==> src/rtl/uwire_pkg.sv <==
package uwire_pkg;
  typedef enum logic [2:0] {
    OP_READ  = 3'd0,
    OP_WRITE = 3'd1,
    OP_ERASE = 3'd2,
    OP_WEN   = 3'd3,
    OP_WDIS  = 3'd4
  } op_e;

  typedef enum logic [1:0] {
    ST_IDLE,
    ST_SHIFT,
    ST_GAP,
    ST_POLL
  } st_e;
endpackage

==> src/rtl/uwire_tick_gen.sv <==
module uwire_tick_gen #(
  parameter int DIV_W = 8
) (
  input  logic             clk_i,
  input  logic             rst_ni,
  input  logic             en_i,
  input  logic [DIV_W-1:0] div_i,
  output logic             tick_o
);
  logic [DIV_W-1:0] cnt_q;

  assign tick_o = en_i && (cnt_q == div_i);

  always_ff @(posedge clk_i or negedge rst_ni) begin
    if (!rst_ni)     cnt_q <= '0;
    else if (!en_i)  cnt_q <= '0;
    else if (tick_o) cnt_q <= '0;
    else             cnt_q <= cnt_q + 1'b1;
  end
endmodule

==> src/rtl/uwire_frame_build.sv <==
module uwire_frame_build
  import uwire_pkg::*;
#(
  parameter int ADDR_W  = 6,
  parameter int DATA_W  = 16,
  parameter int HDR_W   = ADDR_W + 3,
  parameter int FRAME_W = HDR_W + DATA_W,
  parameter int CNT_W   = $clog2(FRAME_W + 2)
) (
  input  logic [2:0]         op_i,
  input  logic [ADDR_W-1:0]  addr_i,
  input  logic [DATA_W-1:0]  data_i,
  output logic [FRAME_W-1:0] frame_o,
  output logic [CNT_W-1:0]   nbits_o,
  output logic               rd_o,
  output logic               poll_o,
  output logic               valid_o
);
  localparam logic [ADDR_W-3:0] FILL = '0;

  always_comb begin
    frame_o = '0;
    nbits_o = CNT_W'(HDR_W);
    rd_o    = 1'b0;
    poll_o  = 1'b0;
    valid_o = 1'b1;
    case (op_i)
      OP_READ: begin
        frame_o = {3'b110, addr_i, {DATA_W{1'b0}}};
        nbits_o = CNT_W'(HDR_W + 1 + DATA_W);
        rd_o    = 1'b1;
      end
      OP_WRITE: begin
        frame_o = {3'b101, addr_i, data_i};
        nbits_o = CNT_W'(FRAME_W);
        poll_o  = 1'b1;
      end
      OP_ERASE: begin
        frame_o = {3'b111, addr_i, {DATA_W{1'b0}}};
        poll_o  = 1'b1;
      end
      OP_WEN:  frame_o = {5'b10011, FILL, {DATA_W{1'b0}}};
      OP_WDIS: frame_o = {5'b10000, FILL, {DATA_W{1'b0}}};
      default: valid_o = 1'b0;
    endcase
  end
endmodule

==> src/rtl/uwire_eeprom_ctrl.sv <==
module uwire_eeprom_ctrl
  import uwire_pkg::*;
#(
  parameter int ADDR_W = 6,
  parameter int DATA_W = 16,
  parameter int DIV_W  = 8
) (
  input  logic              clk_i,
  input  logic              rst_ni,
  input  logic [DIV_W-1:0]  div_i,
  input  logic              req_i,
  input  logic [2:0]        op_i,
  input  logic [ADDR_W-1:0] addr_i,
  input  logic [DATA_W-1:0] wdata_i,
  output logic [DATA_W-1:0] rdata_o,
  output logic              busy_o,
  output logic              done_o,
  output logic              err_o,
  output logic              sclk_o,
  output logic              cs_o,
  output logic              sdo_o,
  input  logic              sdi_i
);
  localparam int HDR_W   = ADDR_W + 3;
  localparam int FRAME_W = HDR_W + DATA_W;
  localparam int CNT_W   = $clog2(FRAME_W + 2);
  localparam logic [CNT_W-1:0] CAP_FIRST = CNT_W'(HDR_W + 1);

  st_e                state_q;
  logic [FRAME_W-1:0] shreg_q, frame;
  logic [CNT_W-1:0]   nbits_q, bit_q, nbits;
  logic               rd_q, poll_q, rd, poll, valid;
  logic               sclk_q, cs_q, sdo_q, done_q, err_q, gap_q;
  logic [DATA_W-1:0]  rdata_q;
  logic               tick;

  uwire_tick_gen #(.DIV_W(DIV_W)) u_tick (
    .clk_i (clk_i),
    .rst_ni(rst_ni),
    .en_i  (state_q != ST_IDLE),
    .div_i (div_i),
    .tick_o(tick)
  );

  uwire_frame_build #(.ADDR_W(ADDR_W), .DATA_W(DATA_W)) u_frame (
    .op_i   (op_i),
    .addr_i (addr_i),
    .data_i (wdata_i),
    .frame_o(frame),
    .nbits_o(nbits),
    .rd_o   (rd),
    .poll_o (poll),
    .valid_o(valid)
  );

  always_ff @(posedge clk_i or negedge rst_ni) begin
    if (!rst_ni) begin
      state_q <= ST_IDLE;
      shreg_q <= '0;
      nbits_q <= '0;
      bit_q   <= '0;
      rd_q    <= 1'b0;
      poll_q  <= 1'b0;
      sclk_q  <= 1'b0;
      cs_q    <= 1'b0;
      sdo_q   <= 1'b0;
      done_q  <= 1'b0;
      err_q   <= 1'b0;
      gap_q   <= 1'b0;
      rdata_q <= '0;
    end else begin
      done_q <= 1'b0;
      err_q  <= req_i && ((state_q != ST_IDLE) || !valid);
      case (state_q)
        ST_IDLE: if (req_i && valid) begin
          state_q <= ST_SHIFT;
          shreg_q <= frame;
          sdo_q   <= frame[FRAME_W-1];
          nbits_q <= nbits;
          rd_q    <= rd;
          poll_q  <= poll;
          bit_q   <= '0;
          cs_q    <= 1'b1;
        end
        ST_SHIFT: if (tick) begin
          if (!sclk_q) begin
            sclk_q <= 1'b1;
            // rising edge: memory output is valid here
            if (rd_q && bit_q >= CAP_FIRST) rdata_q <= {rdata_q[DATA_W-2:0], sdi_i};
          end else begin
            sclk_q <= 1'b0;
            if (bit_q == nbits_q - 1'b1) begin
              cs_q  <= 1'b0;
              sdo_q <= 1'b0;
              gap_q <= 1'b0;
              if (poll_q) state_q <= ST_GAP;
              else begin
                state_q <= ST_IDLE;
                done_q  <= 1'b1;
              end
            end else begin
              bit_q   <= bit_q + 1'b1;
              shreg_q <= shreg_q << 1;
              sdo_q   <= shreg_q[FRAME_W-2];
            end
          end
        end
        ST_GAP: if (tick) begin
          // two ticks deselected = one full serial clock period
          if (gap_q) begin
            cs_q    <= 1'b1;
            state_q <= ST_POLL;
          end
          gap_q <= 1'b1;
        end
        ST_POLL: if (tick && sdi_i) begin
          cs_q    <= 1'b0;
          state_q <= ST_IDLE;
          done_q  <= 1'b1;
        end
        default: state_q <= ST_IDLE;
      endcase
    end
  end

  assign rdata_o = rdata_q;
  assign busy_o  = (state_q != ST_IDLE);
  assign done_o  = done_q;
  assign err_o   = err_q;
  assign sclk_o  = sclk_q;
  assign cs_o    = cs_q;
  assign sdo_o   = sdo_q;

  p_idle_quiet_r1: assert property (@(posedge clk_i) disable iff (!rst_ni)
    (state_q == ST_IDLE) |-> (!cs_q && !sclk_q));
  p_sdo_hold_r10: assert property (@(posedge clk_i) disable iff (!rst_ni)
    (sclk_q && $past(sclk_q)) |-> $stable(sdo_q));
  p_sclk_in_cs_r10: assert property (@(posedge clk_i) disable iff (!rst_ni)
    sclk_q |-> cs_q);
  p_busy_reject_r8: assert property (@(posedge clk_i) disable iff (!rst_ni)
    (req_i && busy_o) |=> err_q);
  p_done_pulse_r11: assert property (@(posedge clk_i) disable iff (!rst_ni)
    done_q |=> !done_q);
  p_done_idle_r11: assert property (@(posedge clk_i) disable iff (!rst_ni)
    done_q |-> !busy_o);
  p_poll_ready_r7: assert property (@(posedge clk_i) disable iff (!rst_ni)
    ($past(state_q) == ST_POLL && state_q == ST_IDLE) |-> $past(sdi_i));
endmodule

==> config.mk <==
export PLATFORM = sky130hd
export DESIGN_NAME = uwire_eeprom_ctrl
export DESIGN_NICKNAME = d
export VERILOG_FILES = /design/src/rtl/uwire_pkg.sv /design/src/rtl/uwire_tick_gen.sv /design/src/rtl/uwire_frame_build.sv /design/src/rtl/uwire_eeprom_ctrl.sv
export SDC_FILE = /design/constraint.sdc
export NUM_CORES = 1
export LEC_CHECK = 0
export ABC_AREA = 0
export ABC_CLOCK_PERIOD_IN_PS = 2800
export BUFFER_PORTS_ARGS = -buffer_cell sky130_fd_sc_hd__buf_2
export CAP_MARGIN = 20
export CELL_PAD_IN_SITES_DETAIL_PLACEMENT = 0
export CELL_PAD_IN_SITES_GLOBAL_PLACEMENT = 1
export CORE_UTILIZATION = 43
export CTS_CLUSTER_SIZE = 14
export DETAILED_ROUTE_END_ITERATION = 12
export PLACE_DENSITY_LB_ADDON = 0.1
export SYNTH_ARGS = -nofsm -noshare
export SYNTH_HDL_FRONTEND = slang
export SYNTH_SLANG_ARGS = --single-unit
==> constraint.sdc <==
create_clock -name clk_i -period 2.8 [get_ports clk_i]
set_input_delay 0.28 -clock clk_i [delete_from_list [all_inputs] [get_ports clk_i]]
set_output_delay 0.28 -clock clk_i [all_outputs]
set_load 0.1 [all_outputs]
Word level (Yosys, flattened, before mapping):

Cells that the tools add are included.

* flip-flop bits (word level): 68
* input bits: 37
* output and inout bits: 22
* logic and storage cells: 105

* add/sub/neg operators: 3
* order comparisons: 1
* eq/ne operators: 17
* multiplexer cells: 48
* bitwise logic cells: 1
* reductions and logical operators: 21

Operator list (number)
* $pmux 25 s5: 1
* $mux 24: 4
* $pmux 24 s2: 1
* $mux 1: 21
* $mux 5: 4
* $pmux 5 s2: 2
* $mux 2: 8
* $mux 8: 2
* $ne 2x2->1 const B: 8
* $reduce_and 5->1: 2
* $add 8x1->8 const B: 1
* $eq 8x8->1: 1
* $pmux 2 s4: 1
* $reduce_and 4->1: 2
* $reduce_and 7->1: 1
* $eq 3x2->1 const B: 2
* $pmux 1 s2: 3
* $reduce_bool 2->1: 3
* $add 5x1->5 const B: 1
* $eq 5x5->1: 1
* $ge 5x4->1 const B: 1
* $logic_and 1x1->1: 5
* $reduce_or 5->1: 1
* $sub 5x1->5 const B: 1
* other kinds (12): 14

Depth between registers and ports, before layout:

* depth in word-level cells: 6
* gate-level depth with buffers: 10
* mapped depth without buffers: 9

Hierarchy:

Synthesis repeated with hierarchy kept, for this count alone.

* cells, all modules: 370
* area total of the unflattened synthesis: 3762.4 um^2

Modules (own cells, without submodules)
* uwire_eeprom_ctrl: times used 1, cells each 279, area each 2970.3 um^2, sequential area each 1501.4 um^2
* uwire_tick_gen: times used 1, cells each 47, area each 491.7 um^2, sequential area each 200.2 um^2
* uwire_frame_build: times used 1, cells each 44, area each 300.3 um^2, sequential area each 0.0 um^2

Worst setup path after synthesis:

Ideal clock, no wire load.

* path type: register -> register
* from: register nbits_q[0]
* to: register shreg_q[10]
* library setup time: 0.132 ns
* arrival time: 2.134 ns
* required time: 2.668 ns
* slack: 0.534 ns
* cell stages (with the launch flop): 10
* buffers on the path: 1
* period minus slack after synthesis: 2.266 ns
* cell sequence: dfrtp_1 inv_1 ha_1 ha_1 xnor2_1 nor4_1 nand2_1 a41oi_4 clkbuf_1 o21ai_1

* longest elaborated chain between the ends: 4

Ends and longest elaborated chain
* start, declared: RTL line uwire_eeprom_ctrl.sv:31 `logic [CNT_W-1:0] nbits_q, bit_q, nbits;`
* start signal, assigned: RTL line uwire_eeprom_ctrl.sv:79 `nbits_q <= nbits;`
* $sub 5x1->5: RTL line uwire_eeprom_ctrl.sv:92 `if (bit_q == nbits_q - 1'b1) begin`
* $eq 5x5->1: RTL line uwire_eeprom_ctrl.sv:92
* $ne 2x2->1 (no source line)
* $reduce_and 5->1 (no source line)
* end signal, assigned: RTL line uwire_eeprom_ctrl.sv:77 `shreg_q <= frame;`
* end signal, assigned: RTL line uwire_eeprom_ctrl.sv:103 `shreg_q <= shreg_q << 1;`
* end, declared: RTL line uwire_eeprom_ctrl.sv:30 `logic [FRAME_W-1:0] shreg_q, frame;`

Every way passes these cells.
A chain may end at the register's enable or synchronous reset.

Final worst setup path:

* from: register nbits_q[0]
* to: register shreg_q[8]

Same word-level chain as after synthesis.

==> summary.txt <==
Synth
  – Synth cell types: 40
  – Mapped Nets: 339
  – Cell area after synthesis: 3140 sq um
  – Top cells by count, synth: dfrtp_1, nand2_1, o21ai_1, a22oi_1, xor2_1
  – Seq/Total Area, Yosys: 53.5%
  – Syn avg cell area: 10.6 sq um
  – Yosys top cell by area: dfrtp_1
  – Post-synth EDFFs: 0
  – Mapped Cells: 297
  – Yosys warning count: 0
  – Cell with the most instances after synthesis: dfrtp_1
  – Synthesized flop and latch total: 67
  – Post-synth top area share: 53.5%
  – Main synth FF type: dfrtp_1
  – Ys async rst share: 100%
  – Top post-synthesis cells by area: dfrtp_1, mux2_1, xor2_1

Drt
  – Post-route ant nets: 0
  – WL/cell: 13.6 um
  – Vias per cell: 5.07
  – Final WL: 6220 um
  – Vias: 2324
  – Violation count after the first detailed-routing iteration: 76
  – # DRC: 0
  – Drt pass-1 iters: 4

Global route
  – Initial antenna violation count: 0
  – Largest net degree at the start of global routing: 36
  – GRT overflow: 0
  – Met3 usage: 3.70%
  – Global-route wire length before repair: 10900 um
  – Tot GR Track Use: 18.6%
  – Gr busiest metal: met2
  – M1 GR Usage: 26.2%
  – Met2 usage: 28.1%
  – Vias in the first global route: 2315

Timing
  – Final period util: 86.3%
  – RSZ-0062 raised after global routing: no
  – Max Fclk: 414 MHz
  – Fin. max-slew vios: 0
  – Minimum clock period after layout: 2.42 ns
  – Fin. Hold Viols: 0
  – Final WS setup: 0.383 ns
  – Rel. slew slack: 34.5%
  – Setup TNS: 0 ns
  – Slew @ Worst Pin: 0.979 ns
  – Setup-failing EPs final: 0
  – Worst clock skew: 0.00820 ns

Clock tree
  – Root buf cell: clkbuf_8
  – Clk sink count: 67
  – Hold-fix buffers, CTS: 0
  – Cts bufs inserted: 9
  – Worst-skew pair later-pin latency: 0.34 ns
  – Post-CTS Repair Setup Buffers: 0
  – CTS tree: yes
  – Resized cells post-CTS: 0
  – H-tree Lvls: 3
  – Clock Tree Buf Depth: 2
  – Clock slew at reported path FFs: 0.07 ns

Floorplanning
  – Die Y-Extent: 87.4 um
  – Row count: 30
  – Chip width: 87.4 um
  – Total die area: 7640 sq um
  – Core ar.: 6910 sq um
  – Num ports: 59
  – Initial core utilization: 45.4%

Critical path
  – WP data arrival: 2.67 ns
  – CP required: 3.06 ns
  – Crit. End Element: flip-flop
  – CP Launch Type: flip-flop
  – Kind of critical path: flip-flop to flip-flop
  – Crit Path Max Fanout: 28

Placement
  – Port bufs: 58
  – Final Wtd Congestion: 0.775
  – Dpl ws: 0.162 ns
  – DPL Wire Length: 4480 um

Final layout
  – Share of cells above drive strength 1: 23.5%
  – Antenna Diode Count: 0
  – NumNets Final: 399
  – P&R area growth vs syn: 19.8%

Power and ir drop
  – Worst vdd ir: 0.000380 V
  – Power Density: 583 nW/um^2
  – Pleak: 1.83 nW

Run status
  – Status: complete, no violations

Job
  – Max Cap Viol: 0

Min path
  – Hold crit path type: input port to async pin
## layer usage
metal,wire [um],vias up
li1,-,1167
met5,0,-
met1,3130,1098
met4,108,0
met2,2760,50
met3,218,9
## area by class of cell
cell class | instances | area [sq um]
inverter | 9 | 33.8
sequential | 67 | 1680
clock inverter | 4 | 50.0
tap | 96 | 120
timing repair buffer | 66 | 388
clock buffer | 12 | 145
multi-input combinational | 204 | 1340
fill | 685 | 3150
## state kept, by name, indices dropped and copies added, names as in the netlist, named ones only
signal and count:
shreg_q 24, rdata_o 16, u_tick.cnt_q 8, bit_q 5
nbits_q 4, cs_o 1, done_o 1, err_o 1
gap_q 1, poll_q 1, rd_q 1, sclk_o 1
sdo_o 1, state_q 1
## layout by cell type, fill, tap and decap left out, types with 2 or more instances in the layout
cell	n
dfrtp_1	67
buf_2	58
nand2_1	35
o21ai_1	28
a22oi_1	18
xor2_1	17
mux2_1	16
nor2_1	14
a21oi_1	14
nand3_1	10
clkbuf_8	10
inv_1	9
xnor2_1	6
nor3_1	5
ha_1	5
buf_4	5
or3_1	4
and3_1	3
buf_12	3
nor4_2	2
a21boi_0	2
nand4_1	2
o21ai_0	2
nor2b_1	2
a211oi_1	2
a31oi_1	2
clkinvlp_4	2
clkbuf_1	2
## stage by stage
step	util (%)	power, mW	std cells	hold slack [ns]	area [sq um]
4_1_cts	54.0	2.22	456	0.0234	3730
2_1_floorplan	-	1.32	297	-0.0156	3140
3_3_place_gp	51.2	1.42	440	0.402	3530
3_5_place_dp	51.2	1.43	440	0.393	3530
6_report	54.4	2.19	458	0.000237	3760
5_1_grt	54.4	2.31	458	0.0632	3760
## worst paths after layout
kind                            startpoint         end  slack, ns  cells past startpoint
worst max-delay path            nbits_q[0]  shreg_q[8]       0.38                     11
worst min register to register  nbits_q[3]  nbits_q[3]       0.45                      2
max in group asynchronous           rst_ni        cs_o       2.15                      2
worst min-delay path                rst_ni  rdata_o[7]     0.0002                      1
worst max register to register  nbits_q[0]  shreg_q[8]       0.38                     11
min in group clk_i              wdata_i[1]  shreg_q[1]       0.16                      3
## report_power, final
part / leakage [nW] / internal [mW] / switching, mW
clock network: 0.0926 / 0.435 / 0.355
logic: 0.851 / 0.129 / 0.145
registers: 0.891 / 1.04 / 0.0887
## cells by family after synthesis
group	after synthesis	synth area share (%)
muxes	18	6.42
and+or+nand+nor	84	13.0
AOI/OAI and AO/OA	74	14.9
DFF	67	53.5
adders and majority gates	5	2.00
xor gates and xnor gates	23	6.42
buffers and inverters	26	3.75
## worst max-delay path, stage by stage (launching register included)
cell     delay, ns
dfrtp_1       0.36
inv_1         0.06
ha_1          0.22
ha_1          0.30
xnor2_1       0.14
nor4_1        0.26
nand2_1       0.23
a41oi_4       0.30
buf_12        0.16
buf_12        0.16
nand2_1       0.06
o21ai_1       0.08
(Power assumes the default switching activity.)
